$ cat src/rtl/pwm_meas_pkg.sv
package pwm_meas_pkg;
    typedef enum logic [1:0] {
        ST_ARMED = 2'd0,
        ST_PULSE = 2'd1,
        ST_REST  = 2'd2
    } meas_state_t;
endpackage

$ cat src/rtl/pwm_meas_sync.sv
module pwm_meas_sync #(
    parameter int STAGES = 2
) (
    input  logic clk,
    input  logic rst_n,
    input  logic d_i,
    output logic q_o
);
    logic [STAGES-1:0] chain_q;

    always_ff @(posedge clk or negedge rst_n) begin
        if (!rst_n) chain_q <= '0;
        else        chain_q <= {chain_q[STAGES-2:0], d_i};
    end

    assign q_o = chain_q[STAGES-1];
endmodule

$ cat src/rtl/pwm_meas_filter.sv
module pwm_meas_filter #(
    parameter int FILT_W = 4
) (
    input  logic              clk,
    input  logic              rst_n,
    input  logic              samp_i,
    input  logic [FILT_W-1:0] len_i,
    output logic              lvl_o
);
    logic              lvl_q;
    logic [FILT_W-1:0] run_q;
    logic [FILT_W:0]   run_nx;

    assign run_nx = {1'b0, run_q} + 1'b1;

    always_ff @(posedge clk or negedge rst_n) begin
        if (!rst_n) begin
            lvl_q <= 1'b0;
            run_q <= '0;
        end else if (len_i == '0) begin
            lvl_q <= samp_i;
            run_q <= '0;
        end else if (samp_i == lvl_q) begin
            run_q <= '0;
        end else if (run_nx >= {1'b0, len_i}) begin
            lvl_q <= samp_i;
            run_q <= '0;
        end else begin
            run_q <= run_nx[FILT_W-1:0];
        end
    end

    assign lvl_o = lvl_q;

    // the accepted level only ever moves to the level just sampled
    p_level_follows_sample_r7: assert property (@(posedge clk) disable iff (!rst_n)
        !$stable(lvl_q) |-> lvl_q == $past(samp_i));
endmodule

$ cat src/rtl/pwm_meas_ctrl.sv
module pwm_meas_ctrl
    import pwm_meas_pkg::*;
#(
    parameter int CNT_W = 16
) (
    input  logic             clk,
    input  logic             rst_n,
    input  logic             lvl_i,
    input  logic             en,
    input  logic             act_fall,
    input  logic             flag_clr,
    output logic [CNT_W-1:0] width_o,
    output logic [CNT_W-1:0] period_o,
    output logic             cap_ok_o,
    output logic             flag_o,
    output logic             sat_o,
    output logic             ovc_o
);
    localparam logic [CNT_W-1:0] CNT_MAX = '1;

    meas_state_t      state_q, state_d;
    logic             prev_q;
    logic [CNT_W-1:0] cnt_q, cnt_inc, hold_q;
    logic             sat_seen_q;
    logic             rise, fall, act_edge, opp_edge;
    logic             running, at_max, cap_w, cap_p;

    assign rise     = lvl_i & ~prev_q;
    assign fall     = ~lvl_i & prev_q;
    assign act_edge = en & (act_fall ? fall : rise);
    assign opp_edge = en & (act_fall ? rise : fall);
    assign running  = (state_q != ST_ARMED);
    assign at_max   = running && (cnt_q == CNT_MAX);
    assign cnt_inc  = (cnt_q == CNT_MAX) ? CNT_MAX : cnt_q + 1'b1;
    assign cap_w    = en && (state_q == ST_PULSE) && opp_edge;
    assign cap_p    = en && (state_q == ST_REST) && act_edge;

    always_comb begin
        state_d = state_q;
        if (!en) begin
            state_d = ST_ARMED;
        end else begin
            unique case (state_q)
                ST_ARMED: if (act_edge) state_d = ST_PULSE;
                ST_PULSE: if (opp_edge) state_d = ST_REST;
                ST_REST:  if (act_edge) state_d = ST_PULSE;
                default:  state_d = ST_ARMED;
            endcase
        end
    end

    always_ff @(posedge clk or negedge rst_n) begin
        if (!rst_n) begin
            state_q <= ST_ARMED;
            prev_q  <= 1'b0;
        end else begin
            state_q <= state_d;
            prev_q  <= lvl_i;
        end
    end

    always_ff @(posedge clk or negedge rst_n) begin
        if (!rst_n) begin
            cnt_q      <= '0;
            sat_seen_q <= 1'b0;
            hold_q     <= '0;
            width_o    <= '0;
            period_o   <= '0;
            cap_ok_o   <= 1'b0;
            flag_o     <= 1'b0;
            sat_o      <= 1'b0;
            ovc_o      <= 1'b0;
        end else begin
            if (!en || !running || act_edge) cnt_q <= '0;
            else                             cnt_q <= cnt_inc;

            if (!en || !running || act_edge) sat_seen_q <= 1'b0;
            else if (at_max)                 sat_seen_q <= 1'b1;

            if (cap_w) hold_q <= cnt_inc;

            if (cap_p) begin
                width_o  <= hold_q;
                period_o <= cnt_inc;
                cap_ok_o <= !(sat_seen_q || cnt_q == CNT_MAX);
            end

            if (cap_p)         flag_o <= 1'b1;
            else if (flag_clr) flag_o <= 1'b0;

            if (cap_p && flag_o && !flag_clr) ovc_o <= 1'b1;
            else if (flag_clr)                ovc_o <= 1'b0;

            if (at_max)        sat_o <= 1'b1;
            else if (flag_clr) sat_o <= 1'b0;
        end
    end

    // the flag holds until cleared
    p_flag_sticky_r5: assert property (@(posedge clk) disable iff (!rst_n)
        flag_o && !flag_clr |=> flag_o);
    // a closed period always raises the flag next cycle
    p_close_sets_flag_r4: assert property (@(posedge clk) disable iff (!rst_n)
        cap_p |=> flag_o);
    // a valid fresh pair has a width below its period
    p_pair_order_r4: assert property (@(posedge clk) disable iff (!rst_n)
        $rose(flag_o) && cap_ok_o |-> period_o > width_o);
    // saturated counter stays at the limit until an active edge
    p_no_wrap_r8: assert property (@(posedge clk) disable iff (!rst_n)
        at_max && en && !act_edge |=> cnt_q == CNT_MAX);
    // disable returns to the armed state with a cleared counter
    p_abort_r10: assert property (@(posedge clk) disable iff (!rst_n)
        !en |=> state_q == ST_ARMED && cnt_q == '0);
    // leaving the armed state never publishes a capture
    p_start_quiet_r2: assert property (@(posedge clk) disable iff (!rst_n)
        state_q == ST_ARMED && !flag_o |=> !$rose(flag_o));
endmodule

$ cat src/rtl/pwm_meas.sv
module pwm_meas #(
    parameter int CNT_W  = 16,
    parameter int FILT_W = 4
) (
    input  logic              clk,
    input  logic              rst_n,
    input  logic              pwm_in,
    input  logic              en,
    input  logic              act_fall,
    input  logic [FILT_W-1:0] filt_len,
    input  logic              flag_clr,
    output logic [CNT_W-1:0]  width_o,
    output logic [CNT_W-1:0]  period_o,
    output logic              cap_ok_o,
    output logic              flag_o,
    output logic              sat_o,
    output logic              ovc_o
);
    logic samp;
    logic lvl;

    pwm_meas_sync #(.STAGES(2)) u_sync (
        .clk   (clk),
        .rst_n (rst_n),
        .d_i   (pwm_in),
        .q_o   (samp)
    );

    pwm_meas_filter #(.FILT_W(FILT_W)) u_filt (
        .clk    (clk),
        .rst_n  (rst_n),
        .samp_i (samp),
        .len_i  (filt_len),
        .lvl_o  (lvl)
    );

    pwm_meas_ctrl #(.CNT_W(CNT_W)) u_ctrl (
        .clk      (clk),
        .rst_n    (rst_n),
        .lvl_i    (lvl),
        .en       (en),
        .act_fall (act_fall),
        .flag_clr (flag_clr),
        .width_o  (width_o),
        .period_o (period_o),
        .cap_ok_o (cap_ok_o),
        .flag_o   (flag_o),
        .sat_o    (sat_o),
        .ovc_o    (ovc_o)
    );
endmodule

$ cat config.mk
export PLATFORM = sky130hd
export DESIGN_NAME = pwm_meas
export DESIGN_NICKNAME = d
export VERILOG_FILES = /design/src/rtl/pwm_meas_pkg.sv /design/src/rtl/pwm_meas_sync.sv /design/src/rtl/pwm_meas_filter.sv /design/src/rtl/pwm_meas_ctrl.sv /design/src/rtl/pwm_meas.sv
export SDC_FILE = /design/constraint.sdc
export NUM_CORES = 1
export LEC_CHECK = 0
export BUFFER_PORTS_ARGS = -buffer_cell sky130_fd_sc_hd__buf_2
export CAP_MARGIN = 20
export CORE_AREA = 2 2 95 97
export CTS_BUF_LIST = sky130_fd_sc_hd__clkbuf_4
export CTS_CLUSTER_DIAMETER = 30
export DETAILED_ROUTE_END_ITERATION = 8
export DIE_AREA = 0 0 97 99
export PLACE_DENSITY_LB_ADDON = 0.25
export REMOVE_ABC_BUFFERS = 1
export SLEW_MARGIN = 20
export SYNTH_ARGS = -nofsm -noshare
export SYNTH_HDL_FRONTEND = slang
export SYNTH_SLANG_ARGS = --single-unit
$ cat constraint.sdc
create_clock -name clk -period 3.9 [get_ports clk]
set_clock_uncertainty 0.2 [all_clocks]
set_input_delay 0.195 -clock clk [delete_from_list [all_inputs] [get_ports clk]]
set_output_delay 0.195 -clock clk [all_outputs]
set_load 0.1 [all_outputs]
# ---- After elaboration in Yosys (flattened, before gate mapping)
# Index checks and enable logic that the tools add are counted.
dict set report totals {
  regBits 79
  in_bits 10
  output_inout_bits 36
  wordCells 75
}
dict set report op_classes {
  add_sub_neg 2
  n_lt_le_gt_ge 1
  n_eq_ne 7
  muxes 20
  n_bitwise 6
  n_reduce_logical 25
}
# cell count
set ops {}
lappend ops {{16-bit 2-to-1 mux} 2}
lappend ops {{16-bit by 1-bit adder with 16-bit output, second input constant} 1}
lappend ops {{16-bit equality test, second input constant} 1}
lappend ops {{4-bit 2-to-1 mux} 3}
lappend ops {{2-bit nonzero test} 6}
lappend ops {{1-bit 2-to-1 mux} 11}
lappend ops {{1-bit logical AND} 7}
lappend ops {{2-bit 2-to-1 mux} 3}
lappend ops {{3-bit by 2-bit != test with 1-bit output, second input constant} 2}
lappend ops {{4-bit by 1-bit adder with 5-bit output, second input constant} 1}
lappend ops {{5-bit by 4-bit >= comparator with 1-bit output} 1}
lappend ops {{1-bit AND} 4}
lappend ops {{1-bit logical NOT} 4}
lappend ops {{4-bit logical NOT} 1}
lappend ops {{2-bit one-hot mux with 2 select lines} 1}
lappend ops {{2-bit AND reduction} 2}
lappend ops {{1-bit logical OR} 3}
lappend ops {{2-bit by 1-bit equality test with 1-bit output, second input constant} 1}
lappend ops {{2-bit equality test, second input constant} 1}
lappend ops {{2-bit logical NOT} 1}
lappend ops {{2-bit by 1-bit != test with 1-bit output, second input constant} 1}
lappend ops {{1-bit inverter} 2}
lappend ops {{2-bit OR reduction} 1}
lappend ops {{1-bit equality test} 1}

# ---- Depth between registers and ports, before layout
# Gate-level depths: netlist (run 1).
dict set report logic_depth {
  ltp_word 8
  depth_mapped 6
  depth_no_buf 6
}

# ---- Cells and area by module
# A second synthesis (run 1) with hierarchy kept.
dict set report hier_totals {
  hier_cells 301
  hier_area_um2 3525.9
}
# mod instances cells_per_inst area_each_um2 seq_area_each_um2
set by_module_without_submodules {}
lappend by_module_without_submodules {pwm_meas_ctrl 1 269 3151.8 1801.7}
lappend by_module_without_submodules {pwm_meas_filter 1 30 324.1 125.1}
lappend by_module_without_submodules {pwm_meas_sync 1 2 50.0 50.0}

# ---- Worst setup path before layout (run 1)
# No wires, ideal clock.
dict set report synth_path {
  kind {register to register}
  startpoint {register u_filt.run_q[0]}
  endpoint {register u_filt.lvl_q, in the netlist u_filt.lvl_o}
  setup_ps 125
  arrival_time_ps 1603
  required_time_ps 3575
  path_slack_ps 1972
  path_stages_with_launch 7
  path_buffers 0
  period_less_slack_ps 1928
  cell_sequence {dfrtp_1 ha_1 xor2_1 ha_1 o21ai_0 o21ai_0 mux2_2}
}
dict set report synth_via {
  elab_chain_len 4
}
# element line_no
set synth_rtl {}
lappend synth_rtl {{start, declared} pwm_meas_filter.sv:11} ;# logic [FILT_W-1:0] run_q;
lappend synth_rtl {{start signal, assigned} pwm_meas_filter.sv:29} ;# run_q <= run_nx[FILT_W-1:0];
lappend synth_rtl {{4-bit by 1-bit adder with 5-bit output} pwm_meas_filter.sv:14} ;# assign run_nx = {1'b0, run_q} + 1'b1;
lappend synth_rtl {{5-bit by 4-bit >= comparator with 1-bit output} pwm_meas_filter.sv:25} ;# end else if (run_nx >= {1'b0, len_i}) begin
lappend synth_rtl {{2-bit nonzero test (no source line)} n/a}
lappend synth_rtl {{2-bit AND reduction (no source line)} n/a}
lappend synth_rtl {{end signal, assigned} pwm_meas_filter.sv:21} ;# lvl_q <= samp_i;
lappend synth_rtl {{end signal, assigned} pwm_meas_filter.sv:26} ;# lvl_q <= samp_i;
lappend synth_rtl {{end, declared} pwm_meas_filter.sv:10} ;# logic lvl_q;
# Every way passes these cells.
# A chain may end at the register's enable or synchronous reset.

# ---- Worst setup path in the final report (run 1)
dict set report layout_path {
  startpoint {register u_ctrl.cnt_q[0]}
  endpoint {register u_ctrl.period_o[11]}
}
dict set report layout_via {
  elab_chain_len 2
}
# element line_no
set layout_rtl {}
lappend layout_rtl {{start, declared} pwm_meas_ctrl.sv:23} ;# logic [CNT_W-1:0] cnt_q, cnt_inc, hold_q;
lappend layout_rtl {{start signal, assigned} pwm_meas_ctrl.sv:75} ;# else cnt_q <= cnt_inc;
lappend layout_rtl {{16-bit by 1-bit adder with 16-bit output / 16-bit equality test (equally long branches)} pwm_meas_ctrl.sv:34} ;# assign cnt_inc = (cnt_q == CNT_MAX) ? CNT_MAX : cnt_q + 1'b1;
lappend layout_rtl {{16-bit 2-to-1 mux (*)} pwm_meas_ctrl.sv:34}
lappend layout_rtl {{end signal, assigned} pwm_meas_ctrl.sv:84} ;# period_o <= cnt_inc;
lappend layout_rtl {{end, declared} pwm_meas_ctrl.sv:13} ;# output logic [CNT_W-1:0] period_o,
# Every way passes the cells marked *; elsewhere a longest branch is shown, timed or not.

==> results.md, run 1 <==
* Status: finished clean
* Sinks on Clock Net at 79
* Setup fix buffers added after clock tree synthesis at 0
* Power share of the clock group at 30.1%
* Number of buffers between clock root and the deepest sink at 2
* Final period util at 69.5%
* Number of synthesis warnings at 0
* GR Layer Usage met1 at 19.4%
* Routability Congestion at 0.811
* Die Wd at 97 um
* Hold Violations, Final at 0
* Flop and latch count out of synthesis at 79
* Routed WL per cell at 13.4 um
* Largest fanout on the critical path at 12
* Max Clock Freq at 0.369 GHz
* FFs w/ async S/R, synth at 100%
* HPWL Detailed at 4.25 mm
* Initial cell density of the core at 39.4%
* Share of post-route cells with drive strength above 1 at 19.4%
* Worst min-delay path startpoint: u_sync.chain_q[0]$_DFF_PN0_
* Commonest non-fill, non-tap cell in the layout: sky130_fd_sc_hd__nand2_1
* Number of search-and-repair iterations in the first detailed-routing pass at 4
* Met3 capacity usage during global routing at 4.26%
* Overflow after GRT at 0
* Internal Power at 1.24 mW
* Skew-Pair Late Insertion Delay at 0.43 ns
* Final std cell area, no fill at 3920 um^2
* Final-report setup violation count at 0
* Portion of total power attributed to combinational logic at 19.7%
* Leakage power total at 1.93 nW
* Commonest cells after routing, fill and taps aside: sky130_fd_sc_hd__nand2_1 (86), sky130_fd_sc_hd__dfrtp_1 (79), sky130_fd_sc_hd__buf_2 (44), sky130_fd_sc_hd__o21ai_0 (31), sky130_fd_sc_hd__nor2_1 (22)
* Actual slew at the worst max-slew pin at 1.08 ns
* Number of vias in the routed layout at 2480
* VDD IR-drop max at 265 uV
* Syn Std Cell Area at 3370 um^2
* Switching power summed over all nets at 605 uW
* Kind of start point of the critical path: flop
* Max-slew headroom at the worst pin at 27.4%
* Max-cap viol count at 0
* Total clock buffers created by CTS at 9
* Syn avg cell area at 10.1 um^2
* Area growth syn-to-layout at 16.4%
* Antenna violations before repair at 0
* DIE HEIGHT at 99 um
* Sequential fraction of the synthesis area at 58.7%
* CP cell instances: ha_1 > nand2_1 > nor4_2 > and4b_4 > o41ai_1
* Pin count of the biggest net entering global routing at 80
* First-pass GRT wire length at 11.6 mm
* Number of DRC markers after the initial detailed-route iteration at 135
* Synth Flop Type: sky130_fd_sc_hd__dfrtp_1
* Top Usage Layer GRT: met2
* Remaining routing DRC violations at 0
* Antenna viol nets, final at 0
* Power density over cell area at 471 nW/um^2
* Die Footprint at 9600 um^2
* Clock Tree Root: sky130_fd_sc_hd__clkbuf_4
* Part of the power in registers at 50.2%
* Placement-stage cell area at 3680 um^2
* Timing startpoint of the critical path: u_ctrl.cnt_q[0]$_DFF_PN0_
* Gate Count Post-Synth at 335
* Minimum clock period after layout at 2.71 ns
* Clock transition at the registers of the reported paths at 0.12 ns
* I/O pin cnt at 46
* Port Buffer Count at 45
* CP required at 4.02 ns
* Final nets at 398
* Worst Setup End Kind: flop
* Count of flip-flops with a built-in enable after synthesis at 0
* Switching part of the total at 32.8%
* Reg2reg start: u_ctrl.cnt_q[0]$_DFF_PN0_
* Total number of H-tree levels at 3
* Number of global-route vias before repair at 2434
* Distinct cell type count of the synthesized netlist at 44
* Core Footprint at 8550 um^2
* Path category of the worst min-delay check: flop to flop
* Setup repair after global routing missed its margin: false
* CP max stage cell: sky130_fd_sc_hd__nor4_2
* Crit-path max cell delay at 0.95 ns
* Total detailed-routing wirelength at 6.62 mm
* Layout filler cell count at 837
* TritonCTS clock tree: yes
* CTS hold repair buffers at 4
* Number of resized instances in the post-cts repair step at 0
* Setup slack, reg-to-reg at 1.19 ns
* WS Path Type: flop to flop
* Number of rows created at floorplan at 34
* Fin. max-slew vios at 0
* Per-cell via count in the routed design at 5.01
* Arrival time reported for the critical path endpoint at 2.83 ns
* Antenna diode count at 0
* Hold slack final at 0.163 ns
* Combined global-route utilization of all metal layers at 15.0%
* Sum Neg Setup Slack at 0 ns
* Grt met2 use at 23.9%
## synthesized netlist by cell type (2+ instances only)
library cell | count | area [um^2]
sky130_fd_sc_hd__clkbuf_1 | 5 | 18.8
sky130_fd_sc_hd__buf_6 | 2 | 22.5
sky130_fd_sc_hd__and2_1 | 2 | 12.5
sky130_fd_sc_hd__a21boi_0 | 2 | 15.0
sky130_fd_sc_hd__nor2_1 | 22 | 82.6
sky130_fd_sc_hd__inv_1 | 7 | 26.3
sky130_fd_sc_hd__nor2b_1 | 2 | 12.5
sky130_fd_sc_hd__nor4_1 | 5 | 31.3
sky130_fd_sc_hd__mux2_2 | 2 | 22.5
sky130_fd_sc_hd__nand3b_1 | 2 | 15.0
sky130_fd_sc_hd__a21oi_1 | 10 | 50.1
sky130_fd_sc_hd__o31ai_1 | 6 | 45.0
sky130_fd_sc_hd__a21o_2 | 2 | 17.5
sky130_fd_sc_hd__buf_2 | 8 | 40.0
sky130_fd_sc_hd__and3_1 | 2 | 12.5
sky130_fd_sc_hd__nand4_1 | 4 | 25.0
sky130_fd_sc_hd__o41ai_1 | 3 | 26.3
sky130_fd_sc_hd__nand3_1 | 8 | 40.0
sky130_fd_sc_hd__xnor2_1 | 2 | 17.5
sky130_fd_sc_hd__and3b_1 | 3 | 26.3
sky130_fd_sc_hd__xor2_1 | 5 | 43.8
sky130_fd_sc_hd__nor3b_1 | 2 | 15.0
sky130_fd_sc_hd__dfrtp_1 | 79 | 1980
sky130_fd_sc_hd__mux2i_1 | 4 | 40.0
sky130_fd_sc_hd__nor3_1 | 4 | 20.0
sky130_fd_sc_hd__o21ai_0 | 32 | 160
sky130_fd_sc_hd__a31oi_1 | 3 | 18.8
sky130_fd_sc_hd__nand2_1 | 86 | 323
sky130_fd_sc_hd__ha_1 | 6 | 75.1
## power by group through the flow
stage	clock [mW]	sequential, mW	combinational, mW
2_1_floorplan	0	1.04	0.158
3_3_place_gp	0	0.942	0.352
3_5_place_dp	0	0.943	0.358
4_1_cts	0.572	0.928	0.362
5_1_grt	0.607	0.938	0.403
6_report	0.556	0.927	0.363
## per-layer routing
| layer | share of wire (%) | routed length (um) |
|---|---|---|
| met5 | 0 | 0 |
| met3 | 5.0 | 330 |
| met2 | 44 | 2940 |
| met4 | 1.9 | 125 |
| met1 | 49 | 3220 |
## cell families after synthesis
family | count (synthesis) | share of synthesized area [%]
mux | 6 | 1.86
xor+xnor | 7 | 1.82
simple gates | 150 | 20.5
buf+inv | 22 | 3.20
fa+ha+maj | 6 | 2.23
flops | 79 | 58.7
compound gates | 65 | 11.7
## state kept, by name (all words and copies together) (netlist names)
register           flops
u_ctrl.period_o       16
u_ctrl.sat_seen_q      1
u_ctrl.state_q         2
u_sync.chain_q         2
u_ctrl.ovc_o           1
u_filt.run_q           4
u_ctrl.flag_o          1
u_ctrl.prev_q          1
u_ctrl.width_o        16
u_ctrl.cnt_q          16
u_ctrl.sat_o           1
u_ctrl.cap_ok_o        1
u_ctrl.hold_q         16
u_filt.lvl_o           1
## final timing paths
path | to | depth (start not counted)
setup / recovery | u_ctrl.period_o[11]$_DFFE_PN0P_ | 5
hold / removal | u_sync.chain_q[1]$_DFF_PN0_ | 0
setup reg to reg | u_ctrl.period_o[11]$_DFFE_PN0P_ | 5
hold reg to reg | u_sync.chain_q[1]$_DFF_PN0_ | 0
max in group asynchronous | u_ctrl.cnt_q[2]$_DFF_PN0_ | 2
min in group asynchronous | u_ctrl.state_q[1]$_DFFE_PN0P_ | 2
## through the flow
stage	util (%)	instances	worst slack, ns	power, mW
finish	45.8	495	1.19	1.85
detailed placement	43.0	474	1.23	1.30
global route	45.8	495	0.971	1.95
floorplan	-	320	0.975	1.20
CTS	45.4	494	1.19	1.86
global placement	43.0	474	1.34	1.29
## final cells by class
cell class / instances / area (um^2) / area share (%)
Clock buffer: 9 / 67.6 / 1.72
Clock inverter: 7 / 97.6 / 2.49
Inverter: 7 / 26.3 / 0.671
Multi-Input combinational cell: 234 / 1310 / 33.5
Sequential cell: 79 / 1980 / 50.5
Tap cell: 108 / 135 / 3.45
Timing Repair Buffer: 51 / 303 / 7.73
## critical path: cells and delay by family, from the launching register on
family | cells | cell delay (ns)
DFF | 1 | 0.40
and+or+nand+nor | 3 | 1.39
AOI/OAI and AO/OA | 1 | 0.36
adders and majority gates | 1 | 0.25
No activity file was read; power rests on OpenSTA's default activity.
==> run 2: changes to the inputs <==
--- a/config.mk
+++ b/config.mk
@@ -5,13 +5,14 @@
 export SDC_FILE = /design/constraint.sdc
 export NUM_CORES = 1
 export LEC_CHECK = 0
+export ABC_AREA = 1
 export BUFFER_PORTS_ARGS = -buffer_cell sky130_fd_sc_hd__buf_2
 export CAP_MARGIN = 20
-export CORE_AREA = 2 2 95 97
+export CORE_AREA = 2 2 97 99
 export CTS_BUF_LIST = sky130_fd_sc_hd__clkbuf_4
 export CTS_CLUSTER_DIAMETER = 30
 export DETAILED_ROUTE_END_ITERATION = 8
-export DIE_AREA = 0 0 97 99
+export DIE_AREA = 0 0 99 101
 export PLACE_DENSITY_LB_ADDON = 0.25
 export REMOVE_ABC_BUFFERS = 1
 export SLEW_MARGIN = 20
==> constraint.sdc (replaced) <==
create_clock -name clk -period 2.4 [get_ports clk]
set_clock_uncertainty 0.2 [all_clocks]
set_input_delay 0.12 -clock clk [delete_from_list [all_inputs] [get_ports clk]]
set_output_delay 0.12 -clock clk [all_outputs]
set_load 0.1 [all_outputs]
==> run 2 against run 1 <==
Against the previous run:
- die area is 4.1% higher
- worst hold slack worse by 0.15 ns
- highest routed layer unchanged
- sequential power is 57% higher
- critical endpoint is now u_ctrl.period_o[13]$_DFFE_PN0P_
- area after synthesis is 4.0% higher
- critical path type unchanged
- sequential share of layout area is 1.9 points lower
==> results.md, run 2 <==
* Clock Tree Root: sky130_fd_sc_hd__clkbuf_4
* Kind of start point of the critical path: flop
* Number of buffers between clock root and the deepest sink at 2
* Layout filler cell count at 870
* Final period util at 80.0%
* Met1 WL at 3.41 mm
* Max-slew headroom at the worst pin at 62.6%
* Count of flip-flops with a built-in enable after synthesis at 0
* Antenna violations before repair at 0
* Total number of H-tree levels at 3
* Hold Violations, Final at 0
* Area growth syn-to-layout at 16.4%
* Die Footprint at 10000 um^2
* Total clock buffers created by CTS at 9
* WS Path Type: flop to flop
* Fin. max-slew vios at 0
* Status: finished clean
* Commonest non-fill, non-tap cell in the layout: sky130_fd_sc_hd__nand2_1
* Uppermost routed layer: met4
* Final nets at 484
* Number of rows created at floorplan at 35
* Core Footprint at 8980 um^2
* Flop and latch count out of synthesis at 79
* Top cells by count, synth: sky130_fd_sc_hd__nand2_1 (165), sky130_fd_sc_hd__dfrtp_1 (79), sky130_fd_sc_hd__nor2_1 (42)
* Worst Setup End Kind: flop
* Die Wd at 99 um
* Setup fix buffers added after clock tree synthesis at 0
* Sum Neg Setup Slack at 0 ns
* I/O pin cnt at 46
* DIE HEIGHT at 101 um
* Combined global-route utilization of all metal layers at 15.6%
* Per-cell via count in the routed design at 4.62
* Routed WL per cell at 11.9 um
* Distinct cell type count of the synthesized netlist at 29
* Cell taking the most area after synthesis: sky130_fd_sc_hd__dfrtp_1
* Antenna diode count at 0
* Final-report setup violation count at 0
* Synth area leaders: sky130_fd_sc_hd__dfrtp_1 (56%), sky130_fd_sc_hd__nand2_1 (18%), sky130_fd_sc_hd__nor2_1 (4.5%), sky130_fd_sc_hd__inv_1 (4.0%), sky130_fd_sc_hd__nand3_1 (2.6%)
* Sequential fraction of the synthesis area at 56.5%
* Synth Flop Type: sky130_fd_sc_hd__dfrtp_1
* Number of synthesis warnings at 0
* Share of the synthesized area in the top cell type at 56.5%
* Crit-path max cell delay at 0.39 ns
* Detailed route wirelength on metal3 at 319 um
* Clock transition at the registers of the reported paths at 0.13 ns
* Overflow after GRT at 0
* Initial cell density of the core at 39.0%
* Max-cap viol count at 0
* Routability Congestion at 0.842
* Detailed route wirelength on metal2 at 3.14 mm
* Minimum clock period after layout at 1.92 ns
* Share of post-route cells with drive strength above 1 at 15.9%
* Syn avg cell area at 8.54 um^2
* Number of search-and-repair iterations in the first detailed-routing pass at 4
* Most repeated library cell on the critical path: sky130_fd_sc_hd__nand2_1
* CP required at 2.57 ns
* Commonest cells after routing, fill and taps aside: sky130_fd_sc_hd__nand2_1 (165), sky130_fd_sc_hd__dfrtp_1 (79), sky130_fd_sc_hd__buf_2 (44), sky130_fd_sc_hd__nor2_1 (42), sky130_fd_sc_hd__inv_1 (37)
* Most frequently used cell type in the post-synthesis netlist: sky130_fd_sc_hd__nand2_1
* Total detailed-routing wirelength at 6.98 mm
* CP max stage cell: sky130_fd_sc_hd__dfrtp_1
* Setup repair after global routing missed its margin: false
* Actual slew at the worst max-slew pin at 0.562 ns
* Sinks on Clock Net at 79
* Final Non-Filler Cells at 584
* Setup slack, reg-to-reg at 0.48 ns
* HPWL Detailed at 4.87 mm
* VDD IR-drop max at 361 uV
* Gate Count Post-Synth at 410
* Pin count of the biggest net entering global routing at 45
* Largest fanout on the critical path at 12
* FFs w/ async S/R, synth at 100%
* Max Clock Freq at 0.521 GHz
* Number of vias in the routed layout at 2699
* Antenna viol nets, final at 0
* Syn Std Cell Area at 3500 um^2
* Remaining routing DRC violations at 0
* First-pass GRT wire length at 12.4 mm
* Number of placed instances with taps included at 560
* Power density over cell area at 693 nW/um^2
* Arrival time reported for the critical path endpoint at 2.09 ns
* CP cell instances: ha_1 > nand3_2 > inv_2 > nand2_2 > nor2_4 > inv_1 > nand3_1 > nand2_1 > nand2_1
* Number of global-route vias before repair at 2722
* TritonCTS clock tree: yes
* Port Buffer Count at 45
* Leakage power total at 2.29 nW
* Number of DRC markers after the initial detailed-route iteration at 143
* Path category of the worst min-delay check: input port to async pin
* Skew-Pair Late Insertion Delay at 0.42 ns
==> run 2: cell count changes after synthesis, sizes merged, moves of 4 or more <==
cell    previous run  this run
nand2             86       166
inv                7        39
nor2              22        43
nand3              8        21
o21ai             32        22
a21oi             10         2
nor4               6         0
o31ai              6         0
clkbuf             5         0
mux2i              4         0
==> run 2: power breakdown <==
group	internal (mW)	total [mW]	switching [mW]
logic	0.146	0.481	0.335
registers	1.40	1.46	0.0602
clock network	0.439	0.877	0.438
==> run 2: cell families (layout without fill, tap and decap cells) <==
group | Yosys count | after routing | share of synthesized area, %
and+or+nand+nor | 237 | 237 | 27.9
DFF | 79 | 79 | 56.5
buffers and inverters | 50 | 113 | 6.36
AOI/OAI and AO/OA | 28 | 28 | 4.61
xor gates and xnor gates | 10 | 10 | 2.50
adders and majority gates | 6 | 6 | 2.14
==> run 2: cell type report <==
cell class / instances / area (um^2) / area share [%]
timing repair buffer: 57 / 350 / 8.60
clock inverter: 5 / 72.6 / 1.78
inverter: 40 / 151 / 3.72
clock buffer: 11 / 82.6 / 2.03
tap: 111 / 139 / 3.41
multi-input combinational: 281 / 1300 / 31.9
sequential: 79 / 1980 / 48.5
==> run 2: path summary, 6_finish.rpt <==
| check | end | cells after the start | start |
|---|---|---|---|
| setup / recovery | u_ctrl.period_o[13]$_DFFE_PN0P_ | 9 | u_ctrl.cnt_q[0]$_DFF_PN0_ |
| hold reg to reg | u_sync.chain_q[1]$_DFF_PN0_ | 0 | u_sync.chain_q[0]$_DFF_PN0_ |
| max in group asynchronous | u_filt.run_q[2]$_DFF_PN0_ | 3 | rst_n |
| hold / removal | u_ctrl.width_o[13]$_DFFE_PN0P_ | 2 | rst_n |
| setup reg to reg | u_ctrl.period_o[13]$_DFFE_PN0P_ | 9 | u_ctrl.cnt_q[0]$_DFF_PN0_ |
| min in group clk | u_filt.lvl_o$_DFFE_PN0P_ | 8 | filt_len[2] |
==> run 2: layer usage <==
layer	track usage, %	vias to the layer above
met5	0	-
met4	5.69	0
met3	5.20	8
met2	24.7	50
met1	20.0	1258
li1	-	1383
==> run 2: stage by stage <==
stage / worst slack, ns / power [mW] / hold slack [ns] / utilization, % / cell area (um^2)
floorplan: 0.585 / 1.83 / -0.376 / - / 3430
global placement: 0.528 / 1.95 / -0.0468 / 42.8 / 3840
detailed placement: 0.502 / 1.96 / -0.0439 / 42.8 / 3840
CTS: 0.450 / 2.86 / 0.0303 / 45.4 / 4070
global route: 0.255 / 2.98 / 0.0433 / 45.4 / 4070
finish: 0.480 / 2.82 / 0.0162 / 45.4 / 4070
==> run 2: worst max-delay path, delay by kind of cell (launching register included) <==
family        cells  cell delay, ns
simple gates      6            0.78
fa+ha+maj         1            0.20
flops             1            0.39
buf+inv           2            0.28
==> run 2: repair_timing <==
| action | in CTS | in global routing |
|---|---|---|
| hold endpoints to repair | 92 | 0 |
| hold buffers | 8 | 0 |
| resized for setup | 0 | 0 |
